$ cat config.mk
export PLATFORM = sky130hd
export DESIGN_NAME = cc_channel
export DESIGN_NICKNAME = d
export VERILOG_FILES = /design/src/rtl/cc_pkg.sv /design/src/rtl/cc_edge_det.sv /design/src/rtl/cc_cmp_unit.sv /design/src/rtl/cc_pwm_level.sv /design/src/rtl/cc_channel.sv
export SDC_FILE = /design/constraint.sdc
export NUM_CORES = 1
export LEC_CHECK = 0
export ABC_AREA = 1
export ABC_CLOCK_PERIOD_IN_PS = 1100
export CAP_MARGIN = 15
export CORE_ASPECT_RATIO = 1.1
export CORE_MARGIN = 1.5
export CORE_UTILIZATION = 47
export CTS_CLUSTER_SIZE = 8
export DETAILED_ROUTE_END_ITERATION = 10
export GPL_TIMING_DRIVEN = 0
export PLACE_DENSITY = 0.8
export SETUP_SLACK_MARGIN = 0.1
export SLEW_MARGIN = 20
export SYNTH_ARGS = -nofsm -noshare
export SYNTH_HDL_FRONTEND = slang
export SYNTH_SLANG_ARGS = --single-unit
$ cat constraint.sdc
create_clock -name clk -period 1.1 [get_ports clk]
set_input_delay 0.11 -clock clk [delete_from_list [all_inputs] [get_ports clk]]
set_output_delay 0.11 -clock clk [all_outputs]
set_load 0.05 [all_outputs]
$ cat src/rtl/cc_pkg.sv
package cc_pkg;
  typedef struct packed {
    logic wide16;
    logic cmp_en;
    logic cap_rise;
    logic cap_fall;
    logic match_en;
    logic tog_en;
    logic pwm_en;
    logic irq_en;
  } cc_mode_t;
endpackage

$ cat src/rtl/cc_edge_det.sv
module cc_edge_det #(
  parameter int STAGES = 2
) (
  input  logic clk,
  input  logic rst_n,
  input  logic din,
  output logic rise,
  output logic fall
);
  logic [STAGES:0] sh_q;
  logic [STAGES:0] sh_d;

  always_comb sh_d = {sh_q[STAGES-1:0], din};

  always_ff @(posedge clk or negedge rst_n) begin
    if (!rst_n) sh_q <= '0;
    else        sh_q <= sh_d;
  end

  assign rise = sh_q[STAGES-1] & ~sh_q[STAGES];
  assign fall = ~sh_q[STAGES-1] & sh_q[STAGES];
endmodule

$ cat src/rtl/cc_cmp_unit.sv
module cc_cmp_unit #(
  parameter int CNT_W = 16
) (
  input  logic [CNT_W-1:0]   cnt,
  input  logic [CNT_W-1:0]   ccr,
  input  logic               cmp_en,
  input  logic               pwm_en,
  input  logic               tog_en,
  output logic               hit,
  output logic               freq_mode,
  output logic               pwm_mode,
  output logic [CNT_W/2-1:0] step_lo
);
  localparam int LO_W = CNT_W / 2;

  always_comb begin
    freq_mode = cmp_en & pwm_en & tog_en;
    pwm_mode  = cmp_en & pwm_en & ~tog_en;
    if (freq_mode) hit = (cnt[LO_W-1:0] == ccr[LO_W-1:0]);
    else           hit = cmp_en & ~pwm_en & (cnt == ccr);
    step_lo = ccr[LO_W-1:0] + ccr[CNT_W-1:CNT_W-LO_W];
  end
endmodule

$ cat src/rtl/cc_pwm_level.sv
module cc_pwm_level #(
  parameter int CNT_W     = 16,
  parameter int PWM_MIN_W = 8,
  parameter int WSEL_W    = 2
) (
  input  logic [CNT_W-1:0]  cnt,
  input  logic [CNT_W-1:0]  ccr,
  input  logic              wide,
  input  logic [WSEL_W-1:0] width,
  output logic              level
);
  logic [CNT_W-1:0] mask;

  always_comb begin
    if (wide) mask = '1;
    else      mask = (CNT_W'(1) << (PWM_MIN_W + int'(width))) - CNT_W'(1);
    level = (cnt & mask) < (ccr & mask);
  end
endmodule

$ cat src/rtl/cc_channel.sv
module cc_channel
  import cc_pkg::*;
#(
  parameter int CNT_W       = 16,
  parameter int WSEL_W      = 2,
  parameter int PWM_MIN_W   = 8,
  parameter int SYNC_STAGES = 2
) (
  input  logic              clk,
  input  logic              rst_n,
  input  logic [CNT_W-1:0]  cnt_val,
  input  logic              cap_in,
  input  logic              mode_wr,
  input  logic [7:0]        mode_wdata,
  input  logic [WSEL_W-1:0] width_wdata,
  input  logic              ccr_wr,
  input  logic [CNT_W-1:0]  ccr_wdata,
  input  logic              flag_wr,
  input  logic              flag_wdata,
  output logic              ch_out,
  output logic              ch_flag,
  output logic              irq,
  output logic [7:0]        mode_q,
  output logic [WSEL_W-1:0] width_q,
  output logic [CNT_W-1:0]  ccr_q
);
  localparam int LO_W = CNT_W / 2;

  // reset: asserted asynchronously, released on the clock
  logic [1:0] rsync_q;
  logic       rst_int_n;
  always_ff @(posedge clk or negedge rst_n) begin
    if (!rst_n) rsync_q <= 2'b00;
    else        rsync_q <= {rsync_q[0], 1'b1};
  end
  assign rst_int_n = rsync_q[1];

  cc_mode_t          mode_r, mode_d;
  logic [WSEL_W-1:0] width_r, width_d;
  logic [CNT_W-1:0]  ccr_r, ccr_d;
  logic              out_r, out_d;
  logic              flag_r, flag_d;

  logic            rise, fall, cap_evt;
  logic            hit, freq_mode, pwm_mode, pwm_level;
  logic [LO_W-1:0] step_lo;

  cc_edge_det #(.STAGES(SYNC_STAGES)) u_edge (
    .clk(clk), .rst_n(rst_int_n), .din(cap_in), .rise(rise), .fall(fall)
  );

  cc_cmp_unit #(.CNT_W(CNT_W)) u_cmp (
    .cnt(cnt_val), .ccr(ccr_r), .cmp_en(mode_r.cmp_en), .pwm_en(mode_r.pwm_en),
    .tog_en(mode_r.tog_en), .hit(hit), .freq_mode(freq_mode),
    .pwm_mode(pwm_mode), .step_lo(step_lo)
  );

  cc_pwm_level #(.CNT_W(CNT_W), .PWM_MIN_W(PWM_MIN_W), .WSEL_W(WSEL_W)) u_pwm (
    .cnt(cnt_val), .ccr(ccr_r), .wide(mode_r.wide16), .width(width_r),
    .level(pwm_level)
  );

  assign cap_evt = (rise & mode_r.cap_rise) | (fall & mode_r.cap_fall);

  always_comb begin
    mode_d  = mode_r;
    width_d = width_r;
    ccr_d   = ccr_r;
    out_d   = out_r;
    flag_d  = flag_r;
    if (mode_wr) begin
      mode_d  = cc_mode_t'(mode_wdata);
      width_d = width_wdata;
    end
    if (cap_evt)                ccr_d = cnt_val;
    else if (hit && freq_mode)  ccr_d[LO_W-1:0] = step_lo;
    else if (ccr_wr)            ccr_d = ccr_wdata;
    if (pwm_mode)                   out_d = pwm_level;
    else if (hit && mode_r.tog_en)  out_d = ~out_r;
    if (cap_evt || (hit && mode_r.match_en)) flag_d = 1'b1;
    else if (flag_wr && !flag_wdata)         flag_d = 1'b0;
  end

  always_ff @(posedge clk or negedge rst_int_n) begin
    if (!rst_int_n) begin
      mode_r  <= '0;
      width_r <= '0;
      ccr_r   <= '0;
      out_r   <= 1'b0;
      flag_r  <= 1'b0;
    end else begin
      mode_r  <= mode_d;
      width_r <= width_d;
      ccr_r   <= ccr_d;
      out_r   <= out_d;
      flag_r  <= flag_d;
    end
  end

  assign ch_out  = out_r;
  assign ch_flag = flag_r;
  assign irq     = flag_r & mode_r.irq_en;
  assign mode_q  = mode_r;
  assign width_q = width_r;
  assign ccr_q   = ccr_r;


  cap_load_chk: assert property (@(posedge clk) disable iff (!rst_n)
    cap_evt |=> (ch_flag && ccr_q == $past(cnt_val)));


  toggle_flip_chk: assert property (@(posedge clk) disable iff (!rst_n)
    (hit && mode_r.tog_en && !mode_r.pwm_en) |=> (ch_out != $past(ch_out)));


  freq_step_chk: assert property (@(posedge clk) disable iff (!rst_n)
    (hit && freq_mode && !cap_evt) |=>
      (ccr_q[LO_W-1:0] == $past(ccr_q[LO_W-1:0] + ccr_q[CNT_W-1:LO_W])));


  flag_sticky_chk: assert property (@(posedge clk) disable iff (!rst_n)
    (ch_flag && !(flag_wr && !flag_wdata)) |=> ch_flag);


  cmp_gate_chk: assert property (@(posedge clk) disable iff (!rst_n)
    !mode_q[6] |=> $stable(ch_out));
endmodule

# ---- Yosys cells after proc, flatten, opt, wreduce, memory -nomap -nowiden
# Cells that the tools add are included.
dict set report classes {
  n_addsub 3
  magnitude_cmp 1
  n_eq_ne 3
  n_shift 1
  n_mux 10
  bitwise 18
  n_reduce_logical 11
}
# cell count
set op_table {}
lappend op_table {{16-bit two-way mux} 3}
lappend op_table {{16-bit bitwise AND} 2}
lappend op_table {{1-bit by 32-bit << shifter with 16-bit output, first input constant} 1}
lappend op_table {{16-bit equality test} 1}
lappend op_table {{16-bit less-than comparator} 1}
lappend op_table {{8-bit two-way mux} 2}
lappend op_table {{16-bit by 2-bit subtractor with 16-bit output, second input constant} 1}
lappend op_table {{1-bit bitwise AND} 10}
lappend op_table {{8-bit adder} 1}
lappend op_table {{8-bit equality test} 1}
lappend op_table {{2-bit nonzero test} 3}
lappend op_table {{4-bit by 2-bit adder with 5-bit output, first input constant} 1}
lappend op_table {{1-bit two-way mux} 5}
lappend op_table {{1-bit NOT} 5}
lappend op_table {{1-bit logical AND} 4}
lappend op_table {{3-bit nonzero test} 1}
lappend op_table {{2-bit != test, second input constant} 1}
lappend op_table {{2-bit AND reduction} 1}
lappend op_table {{1-bit zero test} 1}
lappend op_table {{1-bit logical OR} 1}
lappend op_table {{1-bit bitwise OR} 1}
dict set report word_totals {
  register_bits 33
  in_bits 49
  output_inout_bits 29
  wordCells 62
}

# ---- Logic depth before layout (Yosys ltp)
dict set report depth {
  ltp_word 7
  mapped_depth 11
  mapped_depth_nobuf 11
}

# ---- Cells and area by module
# Synthesis repeated with hierarchy kept, for this count alone.
dict set report hier_totals {
  hier_cells 366
  hier_area_um2 2676.3
}
# module n_inst cells_each area_each_um2 seq_area_each_um2
set modules_own_cells {}
lappend modules_own_cells {cc_channel 1 174 1531.5 750.7}
lappend modules_own_cells {cc_cmp_unit 1 100 578.1 0.0}
lappend modules_own_cells {cc_pwm_level 1 85 476.7 0.0}
lappend modules_own_cells {cc_edge_det 1 7 90.1 75.1}

# ---- Worst setup path before layout
# No wires, ideal clock.
dict set report synth_path {
  path_kind {flip-flop to flip-flop}
  startpoint {register ccr_r[8], in the netlist ccr_q[8]}
  endpoint {register ccr_r[6], in the netlist ccr_q[6]}
  setup_ns 0.078
  t_arrival_ns 1.979
  required_time_ns 1.022
  path_slack_ns -0.957
  stages_incl_launch_ff 12
  path_buffers 0
  period_less_slack_ns 2.057
  cell_sequence {dfrtp_1 -> ha_1 -> inv_1 -> fa_1 -> nand3b_1 -> nand2_1 -> nand3_1 -> nand2_1 -> nand2_1 -> nand3_1 -> nand2_1 -> a21oi_1}
}
dict set report synth_via {
  elab_chain_cells 6
  elab_cells_between_ends 8
  cone_classes {add/sub (1); eq/ne (1); mux (3); bitwise (1); reduce/logical (2)}
}
# element line_no
set synth_lines {}
lappend synth_lines {{from (decl)} cc_channel.sv:40} ;# logic [CNT_W-1:0] ccr_r, ccr_d;
lappend synth_lines {{from (signal assigned)} cc_channel.sv:94} ;# ccr_r <= ccr_d;
lappend synth_lines {{16-bit equality test} cc_cmp_unit.sv:20} ;# else hit = cmp_en & ~pwm_en & (cnt == ccr);
lappend synth_lines {{1-bit bitwise AND} cc_cmp_unit.sv:20}
lappend synth_lines {{1-bit two-way mux} cc_cmp_unit.sv:19} ;# if (freq_mode) hit = (cnt[LO_W-1:0] == ccr[LO_W-1:0]);
lappend synth_lines {{1-bit logical AND} cc_channel.sv:76} ;# else if (hit && freq_mode) ccr_d[LO_W-1:0] = step_lo;
lappend synth_lines {{8-bit two-way mux} cc_channel.sv:76}
lappend synth_lines {{16-bit two-way mux} cc_channel.sv:75} ;# if (cap_evt) ccr_d = cnt_val;
# Parallel ways exist; a longest one is shown, timed or not.
# A chain may end at the register's enable or synchronous reset.

# ---- Final worst setup path
dict set report layout_path {
  startpoint {register mode_r, in the netlist mode_q[7]}
  endpoint {register out_r, in the netlist ch_out}
}
dict set report layout_via {
  elab_chain_cells 4
  elab_cells_between_ends 5
  cone_classes {order compare (1); mux (2); bitwise (2)}
}
# element line_no
set layout_lines {}
lappend layout_lines {{from (decl)} cc_channel.sv:38} ;# cc_mode_t mode_r, mode_d;
lappend layout_lines {{from (signal assigned)} cc_channel.sv:92} ;# mode_r <= mode_d;
lappend layout_lines {{16-bit two-way mux (*)} cc_pwm_level.sv:15} ;# if (wide) mask = '1;
lappend layout_lines {{16-bit bitwise AND} cc_pwm_level.sv:17} ;# level = (cnt & mask) < (ccr & mask);
lappend layout_lines {{16-bit less-than comparator (*)} cc_pwm_level.sv:17}
lappend layout_lines {{1-bit two-way mux (*)} cc_channel.sv:78} ;# if (pwm_mode) out_d = pwm_level;
lappend layout_lines {{to (signal assigned)} cc_channel.sv:95} ;# out_r <= out_d;
lappend layout_lines {{to (decl)} cc_channel.sv:41} ;# logic out_r, out_d;
# Mark *: on every way between the ends. The rest lies on a longest branch, timed or not.

==> results.md <==
* Status: complete, but fails checks
* Violated checks: setup timing
* Final Max Slew Viols at 0
* CTS tree: built
* Hold path startpoint: cap_in
* Fillcell total at 250
* Antenna-violating nets left at 0
* Syn Inst Count at between 300 and 400
* Crit. End Element: flop
* Post-DP HPWL at approximately 5200 um
* Worst r2r src: mode_q[7]
* Distinct cells, synth at 37
* FF+latch count, synth at 33
* Drt first-iter violations at 277
* Layout cell share with drive strength beyond 1 at approximately 45%
* Worst EP required at 1320 ps
* Vias in the first global route at 2759
* Area growth syn-to-layout at 79.44%
* Clock Pin Slew Worst Setup and Hold Paths at around 70 ps
* CTS Buffer Depth at 2
* Root Buffer: clkbuf_8
* Area leader, netlist: dfrtp_1
* Initial antenna violation count at 0
* Hold path cells at 1
* Hold Crit Class: in2reg
* Power Dens Cells at 1367 nW/um2
* Die W at 72.05 um
* Period minus WS final at ~1900 ps
* Nets@finish at approximately 530
* Register area share after synthesis at around 34%
* WHS at between 200 and 300 ps
* Synthesis Warnings at 0
* Final Hold Fails at 0
* RSZ-0062 raised after global routing: true
* Peak fanout along the critical path at 10
* Post-Place Setup Slack at -897.8 ps
* Post-synth EDFFs at 0
* Max_cap viols at 0
* Initial Utilization at between 40% and 50%
* Worst setup margin at -754.1 ps
* Non-filler cells in the finished layout at between 500 and 600
* Synth top area share at about 34%
* CP startpoint: mode_q[7]
* VDD IR max at just under 0.001 V
* Row cnt at 27
* R2r setup slk at -750 ps
* Pre-Repair DR Iteration Count at 5
* Worst Setup Start Kind: flop
* H-tree Lvls at 2
* Hold Crit Endpoint: u_edge.sh_q[0]
* Routed vias at around 3000
* Lkg Pwr at ~2.0 nW
* Post-Route WL at about 10000 um
* Critical path class: reg2reg
* Worst r2r path cells at 9
* Slew @ Worst Pin at ~700 ps
* DRC violation count after routing at 0
* Total power at between 0.006 and 0.007 W
* Sink Count at 33
* Synth area leaders: dfrtp_1 (34%), nand2_1 (14%), ha_1 (12%), inv_1 (5.9%), a21oi_1 (5.7%)
* R2R Path End: ch_out
* Worst Skew at around 4.5 ps
* Slew HR at 52.17%
* Synth Cell Area at about 2500 um2
* First-pass GRT wire length at 12820 um
* Total GRT Usage at 29.21%
* Async SR Flop Fraction at 100.0%
* Later-pin clock latency in the skew report at between 200 and 300 ps
* Prevailing post-synth register cell: dfrtp_1
* Die Area at around 5700 um2
* Max frequency at roughly 540 MHz
* CTS Buf Count at 5
* Placed Cells at around 470
* IO Count at 78
* Core footprint at roughly 5000 um2
* Pin count of the biggest net entering global routing at 32
* Tcrit/Tclk final at 168.6%
* Vias per Instance at just under 6
* Synthesized Nets at roughly 400
* N_diodes at 0
* GR Overflow Total at 0
* Crit path DAT at 2070 ps
* IO buf count at 77
* Mean Syn Cell Area at 7.447 um2
* Finish-stage setup viols at 29
* Final GP Congestion at 0.8787
* Die H at ~79 um
* Routed len/inst at ~19 um
-- state kept, by name (all words and copies together), names as in the netlist --
register     flops
ccr_q           16
ch_flag          1
rsync_q          2
ch_out           1
mode_q           8
width_q          2
u_edge.sh_q      3
-- timing repair --
action	in CTS	in global routing
endpoints found under the hold margin	2	0
pin swaps	10	13
setup buffers	22	21
setup endpoints to repair	53	47
gates resized for setup	238	68
hold buffers	1	0
gates cloned	1	0
-- placed cells by master (no fill, tap or decap), drive strengths merged, types with 2 or more instances in the layout --
cell / instances
clkinvlp: 2
o211ai: 5
a21oi: 29
clkbuf: 8
buf: 80
nand3: 14
mux2: 6
xnor2: 2
o21a: 3
inv: 40
clkinv: 3
a31oi: 2
nor2: 27
clkdlybuf4s50: 47
dfrtp: 33
nand2: 94
ha: 23
or2: 3
o21ai: 29
-- cell usage after synthesis (3+ instances only) --
cell type and n:
o21a_1 3, dfrtp_1 33, clkbuf_1 3, nand3_1 13, o21ai_0 18, nand2_1 92
o211ai_1 5, nor2_1 24, ha_1 23, o21ai_2 3, buf_4 4, o21ai_1 8
inv_1 39, mux2_2 6, a21oi_1 28
-- cells by family (layout without fill, tap and decap cells) --
kind of cell	count (synthesis)	count (layout)	synth area share, %
simple gates	140	140	23.91
buf+inv	53	182	9.644
other cells	1	1	0.1521
xor+xnor	3	3	1.066
fa+ha+maj	24	24	12.49
mux	6	6	2.741
flops	33	33	33.50
compound gates	71	71	16.50
-- critical path, cell delays in order, from the launching register on --
cell and delay, ps:
dfrtp_2 440, clkbuf_8 180, nand2_1 70, inv_1 50, ha_1 350, a21oi_1 190, o21ai_0 120, a21oi_1 160
a21oi_1 90, a21oi_1 120
-- metrics by stage --
step	instance area (um2)	utilization [%]	setup TNS [ps]
after floorplan	2679	-	-11090
after detailed placement	3523	70.00	-22990
after global routing	4423	87.87	-13200
after CTS	3985	79.17	-10380
final	4423	87.87	-12310
after global placement	3522	69.97	-33700
-- where the power goes --
group | internal [W] | total, W | switching [W]
Clock | 0.000436 | 0.000915 | 0.000479
Combinational | 0.00159 | 0.00349 | 0.00190
Sequential | 0.00139 | 0.00164 | 0.000254
-- layout make-up --
cell class                      instances  area (um2)  share of cell area, %
Buffer                                 10       97.59                  2.207
Clock buffer                            5       68.82                  1.556
Clock inverter                          3       17.52                 0.3960
Inverter                               42       178.9                  4.045
Multi-Input combinational cell        245        1827                  41.30
Sequential cell                        33       855.8                  19.35
Tap cell                               58       72.57                  1.641
Timing Repair Buffer                  122        1305                  29.50
-- worst max-delay path by stage --
| stage | endpoint | slack (ps) | depth (start not counted) |
|---|---|---|---|
| floorplan | ccr_q[6] | -700 | 11 |
| global placement | ccr_q[8] | -840 | 10 |
| detailed placement | ccr_q[13] | -900 | 11 |
| CTS | ch_out | -630 | 9 |
| global route | ccr_q[6] | -810 | 11 |
| finish | ch_out | -750 | 9 |
-- per-layer routing --
| layer | share of wire, % | GRT usage, % | vias to the layer above |
|---|---|---|---|
| met5 | 0 | 0 | - |
| li1 | - | - | 1327 |
| met3 | 6.5 | 4.949 | 47 |
| met1 | 38 | 35.10 | 1448 |
| met2 | 52 | 50.93 | 192 |
| met4 | 4.0 | 12.64 | 0 |
Power figures use the tool's default switching activity.
